[src/rtl/adc_acc_pkg.sv]
package adc_acc_pkg;

    localparam int DEF_SAMPLE_W = 12;
    localparam int DEF_SUM_W    = 22;
    localparam int DEF_CNT_W    = 10;

    // Where a read strobe stands relative to the sample update in one cycle
    typedef enum logic [1:0] {
        SNAP_IDLE    = 2'd0,
        SNAP_PLAIN   = 2'd1,
        SNAP_COLLIDE = 2'd2
    } snap_kind_e;

endpackage

[src/rtl/adc_acc_core.sv]
module adc_acc_core #(
    parameter int SAMPLE_W = adc_acc_pkg::DEF_SAMPLE_W,
    parameter int SUM_W    = adc_acc_pkg::DEF_SUM_W,
    parameter int CNT_W    = adc_acc_pkg::DEF_CNT_W
) (
    input  logic                clk,
    input  logic                rst,
    input  logic                in_valid,
    input  logic [SAMPLE_W-1:0] in_code,
    output logic [SUM_W-1:0]    sum_q,
    output logic [CNT_W-1:0]    cnt_q
);

    logic [SUM_W-1:0] addend;

    generate
        if (SUM_W > SAMPLE_W) begin : g_widen
            assign addend = {{(SUM_W-SAMPLE_W){1'b0}}, in_code};
        end else begin : g_trim
            assign addend = in_code[SUM_W-1:0];
        end
    endgenerate

    always_ff @(posedge clk) begin
        if (rst) begin
            sum_q <= '0;
            cnt_q <= '0;
        end else if (in_valid) begin
            sum_q <= sum_q + addend;
            cnt_q <= cnt_q + 1'b1;
        end
    end


    acc_reset_chk: assert property (@(posedge clk)
        rst |=> (sum_q == '0 && cnt_q == '0));


    sum_step_chk: assert property (@(posedge clk) disable iff (rst)
        in_valid |=> sum_q == SUM_W'($past(sum_q) + $past(addend)));


    cnt_step_chk: assert property (@(posedge clk) disable iff (rst)
        in_valid |=> cnt_q == CNT_W'($past(cnt_q) + 1'b1));


    idle_hold_chk: assert property (@(posedge clk) disable iff (rst)
        !in_valid |=> ($stable(sum_q) && $stable(cnt_q)));

endmodule

[src/rtl/adc_snap_hold.sv]
module adc_snap_hold #(
    parameter int WORD_W = adc_acc_pkg::DEF_SUM_W + adc_acc_pkg::DEF_CNT_W
) (
    input  logic              clk,
    input  logic              rst,
    input  logic              rd_req,
    input  logic              smp_now,
    input  logic [WORD_W-1:0] live_word,
    output logic [WORD_W-1:0] held_word
);
    import adc_acc_pkg::*;

    snap_kind_e kind;

    always_comb begin
        unique case ({rd_req, smp_now})
            2'b10:   kind = SNAP_PLAIN;
            2'b11:   kind = SNAP_COLLIDE;
            default: kind = SNAP_IDLE;
        endcase
    end

    // Both plain and colliding reads take the pre-update word
    always_ff @(posedge clk) begin
        if (rst) begin
            held_word <= '0;
        end else begin
            unique case (kind)
                SNAP_PLAIN, SNAP_COLLIDE: held_word <= live_word;
                default:                  held_word <= held_word;
            endcase
        end
    end


    hold_stable_chk: assert property (@(posedge clk) disable iff (rst)
        !rd_req |=> $stable(held_word));

endmodule

[src/rtl/adc_sum_snapshot.sv]
module adc_sum_snapshot #(
    parameter int SAMPLE_W = adc_acc_pkg::DEF_SAMPLE_W,
    parameter int SUM_W    = adc_acc_pkg::DEF_SUM_W,
    parameter int CNT_W    = adc_acc_pkg::DEF_CNT_W
) (
    input  logic                      clk,
    input  logic                      rst,
    input  logic                      smp_valid,
    input  logic [SAMPLE_W-1:0]       smp_code,
    input  logic                      rd_strobe,
    output logic [SUM_W+CNT_W-1:0]    snap_word
);

    localparam int WORD_W = SUM_W + CNT_W;

    logic [SUM_W-1:0]  sum_q;
    logic [CNT_W-1:0]  cnt_q;
    logic [WORD_W-1:0] live_word;

    adc_acc_core #(
        .SAMPLE_W(SAMPLE_W),
        .SUM_W   (SUM_W),
        .CNT_W   (CNT_W)
    ) u_core (
        .clk     (clk),
        .rst     (rst),
        .in_valid(smp_valid),
        .in_code (smp_code),
        .sum_q   (sum_q),
        .cnt_q   (cnt_q)
    );

    // sum in the upper field, count in the lower
    assign live_word = {sum_q, cnt_q};

    adc_snap_hold #(
        .WORD_W(WORD_W)
    ) u_hold (
        .clk      (clk),
        .rst      (rst),
        .rd_req   (rd_strobe),
        .smp_now  (smp_valid),
        .live_word(live_word),
        .held_word(snap_word)
    );


    snap_pre_update_chk: assert property (@(posedge clk) disable iff (rst)
        rd_strobe |=> snap_word == $past({sum_q, cnt_q}));


    read_no_disturb_chk: assert property (@(posedge clk) disable iff (rst)
        (rd_strobe && !smp_valid) |=> ($stable(sum_q) && $stable(cnt_q)));

endmodule

[config.mk]
export PLATFORM = sky130hd
export DESIGN_NAME = adc_sum_snapshot
export DESIGN_NICKNAME = d
export VERILOG_FILES = /design/src/rtl/adc_acc_pkg.sv /design/src/rtl/adc_acc_core.sv /design/src/rtl/adc_snap_hold.sv /design/src/rtl/adc_sum_snapshot.sv
export SDC_FILE = /design/constraint.sdc
export NUM_CORES = 1
export LEC_CHECK = 0
export BUFFER_PORTS_ARGS = -buffer_cell sky130_fd_sc_hd__buf_4
export CORE_ASPECT_RATIO = 0.9
export CORE_MARGIN = 3
export CORE_UTILIZATION = 40
export CTS_BUF_LIST = sky130_fd_sc_hd__clkbuf_8
export DETAILED_ROUTE_END_ITERATION = 7
export GPL_ROUTABILITY_DRIVEN = 0
export SLEW_MARGIN = 20
export SYNTH_ARGS = -nofsm -noshare
export SYNTH_HDL_FRONTEND = slang
export SYNTH_SLANG_ARGS = --single-unit
[constraint.sdc]
create_clock -name clk -period 5.5 [get_ports clk]
set_input_delay 0.825 -clock clk [delete_from_list [all_inputs] [get_ports clk]]
set_output_delay 0.825 -clock clk [all_outputs]
set_load 0.005 [all_outputs]
; Yosys cells after proc, flatten, opt, wreduce, memory -nomap -nowiden
; Cells that the tools add are included.
[totals]
reg_bits = 64
in_bits = 16
output_inout_bits = 32
wordCells = 11
[classes]
addsub = 2
eq_ne = 4
muxes = 1
n_reduce_logical = 1
[op_table]
columns = cell, count
row1 = adder 22 x 12 -> 22 bit, 1
row2 = "adder 10 x 1 -> 10 bit, second input constant", 1
row3 = "equality test 2 bit, second input constant", 3
row4 = one-hot mux 2 bit (2 select lines), 1
row5 = "equality test 2 x 1 -> 1 bit, second input constant", 1
row6 = OR reduction 2 bit, 1

; Depth between registers and ports, before layout
; Gate-level depths: netlist of the first run.
[depth]
depth_word = 4
mapped_depth = 9
depth_no_buf = 9

; By module
; A second synthesis of the first run with hierarchy kept.
[unflattened]
hier_cells = 327
area_unflattened_um2 = 3083.0
[by_module_without_submodules]
columns = module, n_inst, cells_each, area_each_um2, seq_area_each_um2
row1 = adc_acc_core, 1, 224, 1919.3, 640.6
row2 = adc_snap_hold, 1, 103, 1163.6, 640.6

; Least setup slack after synthesis of the first run
; No wires, ideal clock.
[synth_timing]
path_type = input port to flip-flop
from = input smp_code[0]
to = register u_core.sum_q[20]
setup_ns = 0.071
t_arrival_ns = 2.633
required_ns = 5.429
setup_slack_ns = 2.796
path_stages = 9
n_path_buf = 0
path_cell_list = ha_1 > inv_1 > fa_1 > nand2b_1 > a21oi_1 > o31a_2 > a31oi_4 > or4_1 > a21oi_1
[synth_via]
elab_chain_cells = 1
[synth_rtl]
columns = element, line
row1 = from (decl), adc_sum_snapshot.sv:9  ; input logic [SAMPLE_W-1:0] smp_code,
row2 = adder 22 x 12 -> 22 bit, adc_acc_core.sv:29  ; sum_q <= sum_q + addend;
row3 = to (signal assigned), adc_acc_core.sv:29
row4 = to (decl), adc_acc_core.sv:10  ; output logic [SUM_W-1:0] sum_q,
; Every way passes these cells.
; A chain may end at the register's enable or synchronous reset.

; Worst setup path after layout of the first run
; Same ends and word-level chain as after synthesis.

==> out/qor.yml, run 1 <==
logic_synthesis:
  ys_top_cells_by_area: "dfxtp_1 41%, mux2i_1 13%, nor2_1 6.7%"
  yosysUniqueCellTypes: 53
  syn-num-nets: 372
  synth.ff_latch_count: 64
  synth.most_common_cell: "dfxtp_1"
  yosys.area.top_type: "dfxtp_1"
  syn_area_per_cell_um2: 9.150
  netlist_top_cells_count: "64 x dfxtp_1, 56 x nor2_1, 40 x mux2i_1, 24 x a21oi_1, 15 x nand2_1"
  netlist_area_mm2: 0.003129
  synth_seq_area_share_pct: 40.94
  synth_top_area_share_pct: 40.94
  syn_inst: 342
  synth_flop_cell: "dfxtp_1"
  synthArstFlopShare_pct: 0
  yosys_warnings: 0
  synth_enable_flop_cells: 0
clocking:
  cts_made_buffers: 9
  postCtsSetupRepairBufs: 0
  cts_resized: 0
  clk-insertion-delay-late_ns: 0.33
  clk_path_buf_depth: 2
  hold_buffers: 0
  clk_pin_slew_ns: 0.07
  cts_root_buf: "clkbuf_8"
  cts_tree: "built"
  clock_sinks: 64
  h-tree-depth: 3
detailed_routing:
  vias: 2513
  viasPerCell: 5.225
  drtAntennaViolNets: 0
  wirelength_mm: 6.692
  drtIter0Drc: 102
  dr.pass1.iters: 4
  drc: 0
  routedWlPerCell_um: 13.91
sta:
  tightestPinTransition_ns: 0.7121
  max_slew_margin_pct: 52.53
  period_share_pct: 48.42
  fin_worst_skew_ns: 0.005570
  hold_viol: 0
  rsz0062_at_grt: "false"
  whs_ns: 0.4964
  fin_crit_ns: 2.663
  max_freq_mhz: 375.5
  slew_violations: 0
  setup_tns_ns: 0
  setup_viol: 0
floorplanning:
  die-area_mm2: 0.008922
  io_pins: 48
  chipWidth_um: 99.23
  row_count: 29
  die_h_um: 89.91
  core_mm2: 0.007330
  start_util_pct: 42.69
cells_and_area:
  multiInputGateArea_mm2: 0.001739
  seq_area_mm2: 0.001281
  finish.net_count: 413
  diodes: 0
  area_delta_synth_final_pct: 19.75
  drive_above_1_share_pct: 20.10
  fillerInstances: 739
setup_path:
  critPathCaptureType: "flip-flop"
  path_cells: "buf_4 > ha_1 > inv_1 > fa_1 > nand2b_1 > a21oi_1 > o31a_2 > a31oi_4 > or4_1 > a21oi_1"
  cp_slowest_stage_delay_ns: 0.50
  rr_startpoint: "u_core.sum_q[0]"
  r2r-end: "u_core.sum_q[20]"
  required_ns: 5.76
  cpMaxStageDelayCell: "or4_1"
  arrival_ns: 2.92
  reg2reg_setup_slack_ns: 3.03
  path_class: "in -> reg"
  crit_path_frequent_cell: "a21oi_1"
  r2r_cells: 9
  endpoint: "u_core.sum_q[20]"
  startpoint: "smp_code[0]"
  start_kind: "input pin"
  cp_max_fo: 10
grt:
  globalRouteTotalUtil_pct: 15.21
  grt_pass1_vias: 2224
  grt_overflow: 0
  grt_pass1_wl_mm: 11.14
  grt_antenna_before_repair: 0
  grt_max_degree: 72
job:
  cap_violations: 0
power_and_ir_drop:
  power_switching_w: 0.0003212
  pwr-share-clk_pct: 37.8
  ir_drop_uv: 161.9
  p_leak_nw: 1.644
  pwr_density_cell_mw_per_mm2: 313.5
  power.internal_w: 0.0008535
  pwr-share-seq_pct: 44.0
  p_sw_share_pct: 27.35
  p_comb_share_pct: 18.2
min_path:
  min_from: "u_hold.held_word[20]"
  hold_path.class: "reg -> reg"
placement:
  port_buffers: 47
  dp_hpwl_mm: 4.611
status:
  status: "finished, final reports clean"
[cell families (layout without fill, tap and decap cells)]
kind of cell,count (synthesis),in the layout,share of synthesized area [%]
XOR/XNOR,13,13,3.639
multiplexers,40,40,12.79
buffers and inverters,27,73,3.479
AND/OR/NAND/NOR,119,119,18.83
flip-flops,64,64,40.94
adder cells (fa/ha/maj),14,14,5.838
AO/OA/AOI/OAI,65,65,14.47
[state kept, by name, summed over array words and instances (netlist names)]
name / cells
u_hold.held_word: 32
u_core.sum_q: 22
u_core.cnt_q: 10
[layer usage]
| metal | part of all wire (%) | track usage [%] | wire [um] | up-vias |
|---|---|---|---|---|
| met3 | 5.6 | 5.031 | 378 | 4 |
| met5 | 0 | 0 | 0 | - |
| met4 | 0.51 | 3.754 | 34 | 0 |
| li1 | - | - | - | 1296 |
| met2 | 42 | 20.58 | 2801 | 61 |
| met1 | 52 | 23.00 | 3477 | 1152 |
[layout make-up]
type                            instances  area share (%)
Multi-Input combinational cell        251           46.41
Sequential cell                        64           34.19
Timing Repair Buffer                   47           9.416
Clock buffer                           10           3.673
Tap cell                               93           3.105
Clock inverter                          6           2.204
Inverter                               10           1.002
[how the worst min path moves through the flow]
| stage | depth (start not counted) | to | slack (ns) |
|---|---|---|---|
| 3_3_place_gp | 2 | u_hold.held_word[20] | 0.47 |
| 5_1_grt | 2 | u_hold.held_word[20] | 0.52 |
| 4_1_cts | 2 | u_hold.held_word[7] | 0.50 |
| 2_1_floorplan | 2 | u_core.sum_q[7] | 0.46 |
| 3_5_place_dp | 2 | u_hold.held_word[20] | 0.49 |
| 6_report | 2 | u_hold.held_word[20] | 0.50 |
[power by group through the flow]
| stage | Combinational [W] | Sequential (W) | Clock (W) |
|---|---|---|---|
| 5_1_grt | 0.000242 | 0.000520 | 0.000477 |
| 3_5_place_dp | 0.000216 | 0.000526 | 0 |
| 4_1_cts | 0.000217 | 0.000516 | 0.000457 |
| 3_3_place_gp | 0.000213 | 0.000526 | 0 |
| 6_report | 0.000214 | 0.000517 | 0.000444 |
| 2_1_floorplan | 0.000168 | 0.000519 | 0 |
[through the flow]
step | power (W) | cell area, um^2 | instances | setup slack [ns] | utilization (%)
after floorplan | 0.0006867 | 3129 | 342 | 2.796 | -
after global placement | 0.0007387 | 3527 | 465 | 2.572 | 48.12
after detailed placement | 0.0007421 | 3527 | 465 | 2.518 | 48.12
after CTS | 0.001189 | 3747 | 481 | 2.867 | 51.13
after global routing | 0.001238 | 3747 | 481 | 2.700 | 51.13
final | 0.001175 | 3747 | 481 | 2.837 | 51.13
[worst max-delay path: cells and delay by family]
kind	cells	cell delay (ns)
compound gates	4	0.74
fa+ha+maj	2	0.54
buf+inv	2	0.14
simple gates	2	0.68
[cells in the final DEF, fill, tap and decap left out, types with 2 or more instances in the layout]
master,count
a211oi_1,4
a21o_1,4
a21oi_1,24
a31oi_1,2
a31oi_4,2
and3_1,4
buf_4,47
bufinv_16,2
clkbuf_8,10
clkinv_2,3
dfxtp_1,64
ha_1,13
inv_1,10
mux2i_1,40
nand2_1,15
nand2b_1,4
nand3_1,8
nand4_1,3
nor2_1,56
nor3_1,2
nor3b_1,4
o21a_1,2
o21ai_0,11
o311ai_0,2
o31ai_1,2
or3_1,6
or4_1,4
or4b_1,2
xnor2_1,4
xor2_1,9
Note: power is estimated with default switching activity, not from simulation.
==> run 2: changes to the inputs <==
--- a/config.mk
+++ b/config.mk
@@ -5,6 +5,7 @@
 export SDC_FILE = /design/constraint.sdc
 export NUM_CORES = 1
 export LEC_CHECK = 0
+export ABC_AREA = 1
 export BUFFER_PORTS_ARGS = -buffer_cell sky130_fd_sc_hd__buf_4
 export CORE_ASPECT_RATIO = 0.9
 export CORE_MARGIN = 3
==> constraint.sdc (replaced) <==
create_clock -name clk -period 2.65 [get_ports clk]
set_input_delay 0.3975 -clock clk [delete_from_list [all_inputs] [get_ports clk]]
set_output_delay 0.3975 -clock clk [all_outputs]
set_load 0.005 [all_outputs]
==> run 2 against run 1 <==
Power increased by 110%. Via count rose by 21%. First-iteration DRC count grew 16%. Clock power increased by 120%. Global-route usage is 2.9 points higher. Hold slack got worse by 0.11 ns. Critical path type is now reg -> reg. Largest power group unchanged.
==> out/qor.yml, run 2 <==
detailed_routing:
  drtAntennaViolNets: 0
  drtIter0Drc: 118
  dr.pass1.iters: 5
  routedWlPerCell_um: 12.02
  wirelength_mm: 7.718
  drc: 0
  viasPerCell: 4.727
  vias: 3035
logic_synthesis:
  synthArstFlopShare_pct: 0
  netlist_area_mm2: 0.003296
  synth_seq_area_share_pct: 38.88
  synth_top_area_share_pct: 38.88
  syn_area_per_cell_um2: 6.631
  yosys_warnings: 0
  synth.most_common_cell: "nor2_1"
  syn-num-nets: 527
  synth_enable_flop_cells: 0
  netlist_top_cells_count: "109 x nor2_1, 96 x nand2_1, 64 x dfxtp_1, 61 x inv_1, 41 x o21ai_0"
  ys_top_cells_by_area: "dfxtp_1 39%, nor2_1 12%, nand2_1 11%"
  yosys.area.top_type: "dfxtp_1"
  synth_flop_cell: "dfxtp_1"
  synth.ff_latch_count: 64
  syn_inst: 497
  yosysUniqueCellTypes: 23
floorplanning:
  die_h_um: 92.11
  start_util_pct: 42.42
  die-area_mm2: 0.009366
  core_mm2: 0.007770
  chipWidth_um: 101.7
  io_pins: 48
  row_count: 30
sta:
  hold_viol: 0
  setup_viol: 0
  max_freq_mhz: 518.0
  tightestPinTransition_ns: 0.4386
  max_slew_margin_pct: 70.76
  period_share_pct: 72.85
  fin_crit_ns: 1.931
  rsz0062_at_grt: "false"
  whs_ns: 0.3841
  fin_worst_skew_ns: 0.01171
  setup_tns_ns: 0
  slew_violations: 0
clocking:
  cts_root_buf: "clkbuf_8"
  postCtsSetupRepairBufs: 0
  hold_buffers: 0
  cts_made_buffers: 9
  clk_path_buf_depth: 2
  clk-insertion-delay-late_ns: 0.35
  clock_sinks: 64
  cts_resized: 0
  cts_tree: "built"
  h-tree-depth: 3
  clk_pin_slew_ns: 0.08
min_path:
  min_to: "u_core.sum_q[10]"
  min_from: "rst"
  hold_path.class: "in -> reg"
  min_path_cells: 4
grt:
  globalRouteTotalUtil_pct: 18.12
  grt_pass1_vias: 2974
  grt_overflow: 0
  grt_pass1_wl_mm: 13.79
  grt_antenna_before_repair: 0
  grt_max_degree: 47
placement:
  dp_hpwl_mm: 5.392
  port_buffers: 47
power_and_ir_drop:
  power.internal_w: 0.001724
  pwr-share-seq_pct: 43.1
  ir_drop_uv: 404.0
  p_sw_share_pct: 29.33
  p_comb_share_pct: 17.0
  power_switching_w: 0.0007156
  p_leak_nw: 1.962
  pwr-share-clk_pct: 39.9
  pwr_density_cell_mw_per_mm2: 620.4
cells_and_area:
  finish.net_count: 571
  final_cell_mix: "109 x nor2_1, 96 x nand2_1, 64 x dfxtp_1"
  largest_register_ffs: 32
  layout_commonest_cell: "nor2_1"
  final_util_pct: 50.61
  top_register: "u_hold.held_word"
  top_regs: "u_hold.held_word (32), u_core.sum_q (22), u_core.cnt_q (10)"
  drive_above_1_share_pct: 15.20
  area_delta_synth_final_pct: 19.32
  fillerInstances: 819
  diodes: 0
setup_path:
  required_ns: 2.89
  r2r-end: "u_core.sum_q[16]"
  reg2reg_setup_slack_ns: 0.72
  startpoint: "u_core.sum_q[0]"
  arrival_ns: 2.17
  start_kind: "flip-flop"
  path_class: "reg -> reg"
  cp_max_fo: 6
  rr_startpoint: "u_core.sum_q[0]"
  r2r_cells: 11
  critPathCaptureType: "flip-flop"
job:
  cap_violations: 0
status:
  status: "finished, final reports clean"
run 2: changes by cell type in the layout (fill, tap and decap cells not counted), sizes merged, moves of 5 or more:
cell,delta
nand3,+29
a21o,-5
mux2i,-40
nand2,+88
inv,+54
a211oi,-5
xor2,-7
or3,-7
nor2,+58
o21ai,+29
run 2: kinds of logic (layout without fill, tap and decap cells):
kind of cell / after synthesis / in the layout / share of synthesized area (%)
adders and majority gates: 14 / 14 / 5.543
and+or+nand+nor: 266 / 266 / 34.06
AOI/OAI and AO/OA: 70 / 70 / 10.86
DFF: 64 / 64 / 38.88
buffers and inverters: 79 / 128 / 9.605
xor gates and xnor gates: 4 / 4 / 1.063
run 2: power groups by stage:
stage                     Sequential (W)  Combinational, W  Clock (W)
after floorplan                  0.00107          0.000292          0
after global placement           0.00107          0.000413          0
after detailed placement         0.00107          0.000417          0
after CTS                        0.00105          0.000420    0.00100
after global routing             0.00106          0.000486    0.00104
final                            0.00105          0.000415   0.000973
run 2: area by class of cell:
type / count / area [um^2] / share of cell area (%)
timing repair buffer: 50 / 375.4 / 9.545
clock inverter: 7 / 101.3 / 2.577
inverter: 62 / 232.7 / 5.918
multi-input combinational: 354 / 1698 / 43.18
clock buffer: 9 / 123.9 / 3.150
tap: 96 / 120.1 / 3.054
sequential: 64 / 1281 / 32.58
run 2: worst max-delay path by stage:
| stage | to | slack, ns | cells past startpoint |
|---|---|---|---|
| 3_5_place_dp | u_core.sum_q[12] | 0.57 | 12 |
| 2_1_floorplan | u_core.sum_q[20] | 0.89 | 11 |
| 3_3_place_gp | u_core.sum_q[12] | 0.64 | 12 |
| 4_1_cts | u_core.sum_q[12] | 0.70 | 11 |
| 6_report | u_core.sum_q[16] | 0.72 | 11 |
| 5_1_grt | u_core.sum_q[12] | 0.52 | 11 |
run 2: stage by stage:
stage	total power (W)	area, um^2	instances	setup slack, ns
final	0.002440	3933	642	0.7194
after global routing	0.002587	3933	642	0.5226
after CTS	0.002476	3933	642	0.6962
after detailed placement	0.001490	3707	626	0.5651
after global placement	0.001486	3707	626	0.6437
after floorplan	0.001360	3296	497	0.8880
run 2: worst max-delay path, stage by stage, from the launching register on:
cell,delay [ns]
dfxtp_1,0.35
ha_1,0.22
inv_1,0.07
fa_1,0.40
inv_1,0.11
nand3_1,0.07
nand3_1,0.14
nand3_1,0.11
nand3_2,0.16
nand3_1,0.09
nand2_1,0.06
nor2_1,0.04
run 2: layer usage:
| metal | share of wire [%] | GRT usage (%) |
|---|---|---|
| met5 | 0 | 0 |
| met3 | 4.1 | 4.030 |
| met4 | 1.2 | 5.205 |
| met2 | 42 | 27.72 |
| met1 | 52 | 25.42 |
==> run 3: changes to the inputs <==
--- a/config.mk
+++ b/config.mk
@@ -5,7 +5,7 @@
 export SDC_FILE = /design/constraint.sdc
 export NUM_CORES = 1
 export LEC_CHECK = 0
-export ABC_AREA = 1
+export ABC_AREA = 0
 export BUFFER_PORTS_ARGS = -buffer_cell sky130_fd_sc_hd__buf_4
 export CORE_ASPECT_RATIO = 0.9
 export CORE_MARGIN = 3
==> constraint.sdc (replaced) <==
create_clock -name clk -period 1.7 [get_ports clk]
set_input_delay 0.255 -clock clk [delete_from_list [all_inputs] [get_ports clk]]
set_output_delay 0.255 -clock clk [all_outputs]
set_load 0.005 [all_outputs]
==> run 3 against run 2 <==
Global-route usage fell by 1.1 points. Critical path type unchanged. Sequential share of layout area fell by 3.9 points. Clock power increased by 39%. The flow now finishes with violations (negative setup slack). Core utilization grew 11 points. First-iteration DRC count increased by 18%. Worst setup slack lost 1.2 ns. Highest routed layer unchanged. Critical endpoint is now u_core.sum_q[20]. Clock-buffer cell count unchanged. Final cell count is 15% lower. Clock skew decreased by 0.0022 ns. Register-to-register slack got worse by 1.2 ns.
==> out/qor.yml, run 3 (synthesis results as in run 1) <==
status:
  status: "complete, but fails checks"
  violations: "negative setup slack"
floorplanning:
  die-area_mm2: 0.008922
  chipWidth_um: 99.23
  die_h_um: 89.91
  core_mm2: 0.007330
  io_pins: 48
  row_count: 29
  start_util_pct: 42.69
grt:
  grt_pass1_vias: 2686
  grt_max_degree: 38
  grt_antenna_before_repair: 0
  grt_pass1_wl_mm: 12.59
  grt_overflow: 0
  globalRouteTotalUtil_pct: 17.03
cells_and_area:
  layout_commonest_cell: "buf_4"
  top_regs: "u_hold.held_word (32), u_core.sum_q (22), u_core.cnt_q (10)"
  final_cell_mix: "102 x buf_4, 59 x dfxtp_1, 55 x nor2_1"
  drive_above_1_share_pct: 39.02
  diodes: 0
  area_delta_synth_final_pct: 43.54
  largest_register_ffs: 32
  top_register: "u_hold.held_word"
  layoutNonFillerInstCount: 544
  finish.net_count: 476
detailed_routing:
  routedWlPerCell_um: 13.78
  drc: 0
  vias: 2736
  dr.pass1.iters: 4
  viasPerCell: 5.029
  wirelength_mm: 7.494
  drtAntennaViolNets: 0
  drtIter0Drc: 139
placement:
  dp_hpwl_mm: 5.141
  dp_cells: 517
  port_buffers: 47
setup_path:
  arrival_ns: 2.46
  path_class: "reg -> reg"
  start_kind: "flip-flop"
  cp_max_fo: 7
  required_ns: 1.98
  critPathCaptureType: "flip-flop"
clocking:
  clock_sinks: 64
  cts_made_buffers: 9
  clk_path_buf_depth: 2
  h-tree-depth: 3
  cts_root_buf: "clkbuf_8"
  clk-insertion-delay-late_ns: 0.34
  cts_tree: "built"
  clk_pin_slew_ns: 0.08
sta:
  fin_crit_ns: 2.180
  tightestPinTransition_ns: 0.5732
  setup_viol: 16
  fin_worst_skew_ns: 0.009527
  rsz0062_at_grt: "true"
  max_freq_mhz: 458.7
  hold_viol: 0
  period_share_pct: 128.2
  setup_ws_ns: -0.4802
  whs_ns: 0.2865
  slew_violations: 0
  max_slew_margin_pct: 61.79
job:
  cap_violations: 0
min_path:
  hold_path.class: "in -> reg"
power_and_ir_drop:
  p_leak_nw: 1.971
  ir_drop_uv: 606.8
  pwr_density_cell_mw_per_mm2: 923.2
-- run 3: cell count changes in the layout (fill, tap and decap cells not counted), sizes merged, moves of 29 or more --
cell	before	now
nand3	37	8
inv	64	12
nor2	114	56
o21ai	41	12
nand2	104	16
buf	50	110
mux2i	0	40
-- run 3: path summary, 6_finish.rpt --
check                                          from                   to  slack [ns]  cells past startpoint
worst max-delay path                u_core.sum_q[0]     u_core.sum_q[20]       -0.48                      9
worst min register to register  u_hold.held_word[7]  u_hold.held_word[7]        0.50                      2
worst max register to register      u_core.sum_q[0]     u_core.sum_q[20]       -0.48                      9
worst min-delay path                    smp_code[0]      u_core.sum_q[0]        0.29                      4
-- run 3: layer usage --
metal	track usage [%]	wire (um)	up-vias
li1	-	-	1416
met2	26.57	3425	47
met4	5.802	129	0
met1	23.37	3658	1262
met3	3.483	280	11
met5	0	0	-
-- run 3: final cells by class --
class                      count  area, um^2
timing repair buffer         110       855.8
fill                         635        2838
tap                           93       116.4
inverter                      10       37.54
clock inverter                 7       80.08
clock buffer                   9       123.9
sequential                    64        1287
multi-input combinational    251        1991
-- run 3: critical path, stage by stage, from the launching register on --
cell	delay [ns]
dfxtp_2	0.36
ha_4	0.14
inv_2	0.03
fa_2	0.33
nand2b_4	0.16
a21oi_4	0.13
o31a_2	0.20
a31oi_4	0.13
or4_4	0.50
a21oi_2	0.12
-- run 3: what timing repair did --
item,4_1_cts,5_1_grt
hold buffers,0,0
hold endpoints to repair,0,0
gates resized for setup,11,19
buffers inserted,9,5
endpoints found under the setup margin,16,16
pin swaps,20,19
-- run 3: power by group --
| part | switching [W] | leakage (nW) | internal (W) | total, W |
|---|---|---|---|---|
| clock network | 0.000661 | 0.0964 | 0.000692 | 0.00135 |
| logic | 0.000533 | 1.35 | 0.000611 | 0.00114 |
| registers | 0.0000618 | 0.522 | 0.00159 | 0.00165 |
| total | 0.00126 | 1.97 | 0.00289 | 0.00415 |
-- run 3: per-stage QoR --
stage / cell area [um^2] / TNS, ns / utilization [%] / power (W) / setup WS (ns)
CTS: 4365 / -4.231 / 59.56 / 0.004140 / -0.4393
finish: 4492 / -4.444 / 61.28 / 0.004147 / -0.4802
floorplan: 3279 / -1.765 / - / 0.002307 / -0.3395
global placement: 4068 / -3.949 / 55.50 / 0.002702 / -0.3774
detailed placement: 4068 / -4.208 / 55.50 / 0.002715 / -0.4200
global route: 4492 / -5.948 / 61.28 / 0.004387 / -0.5926
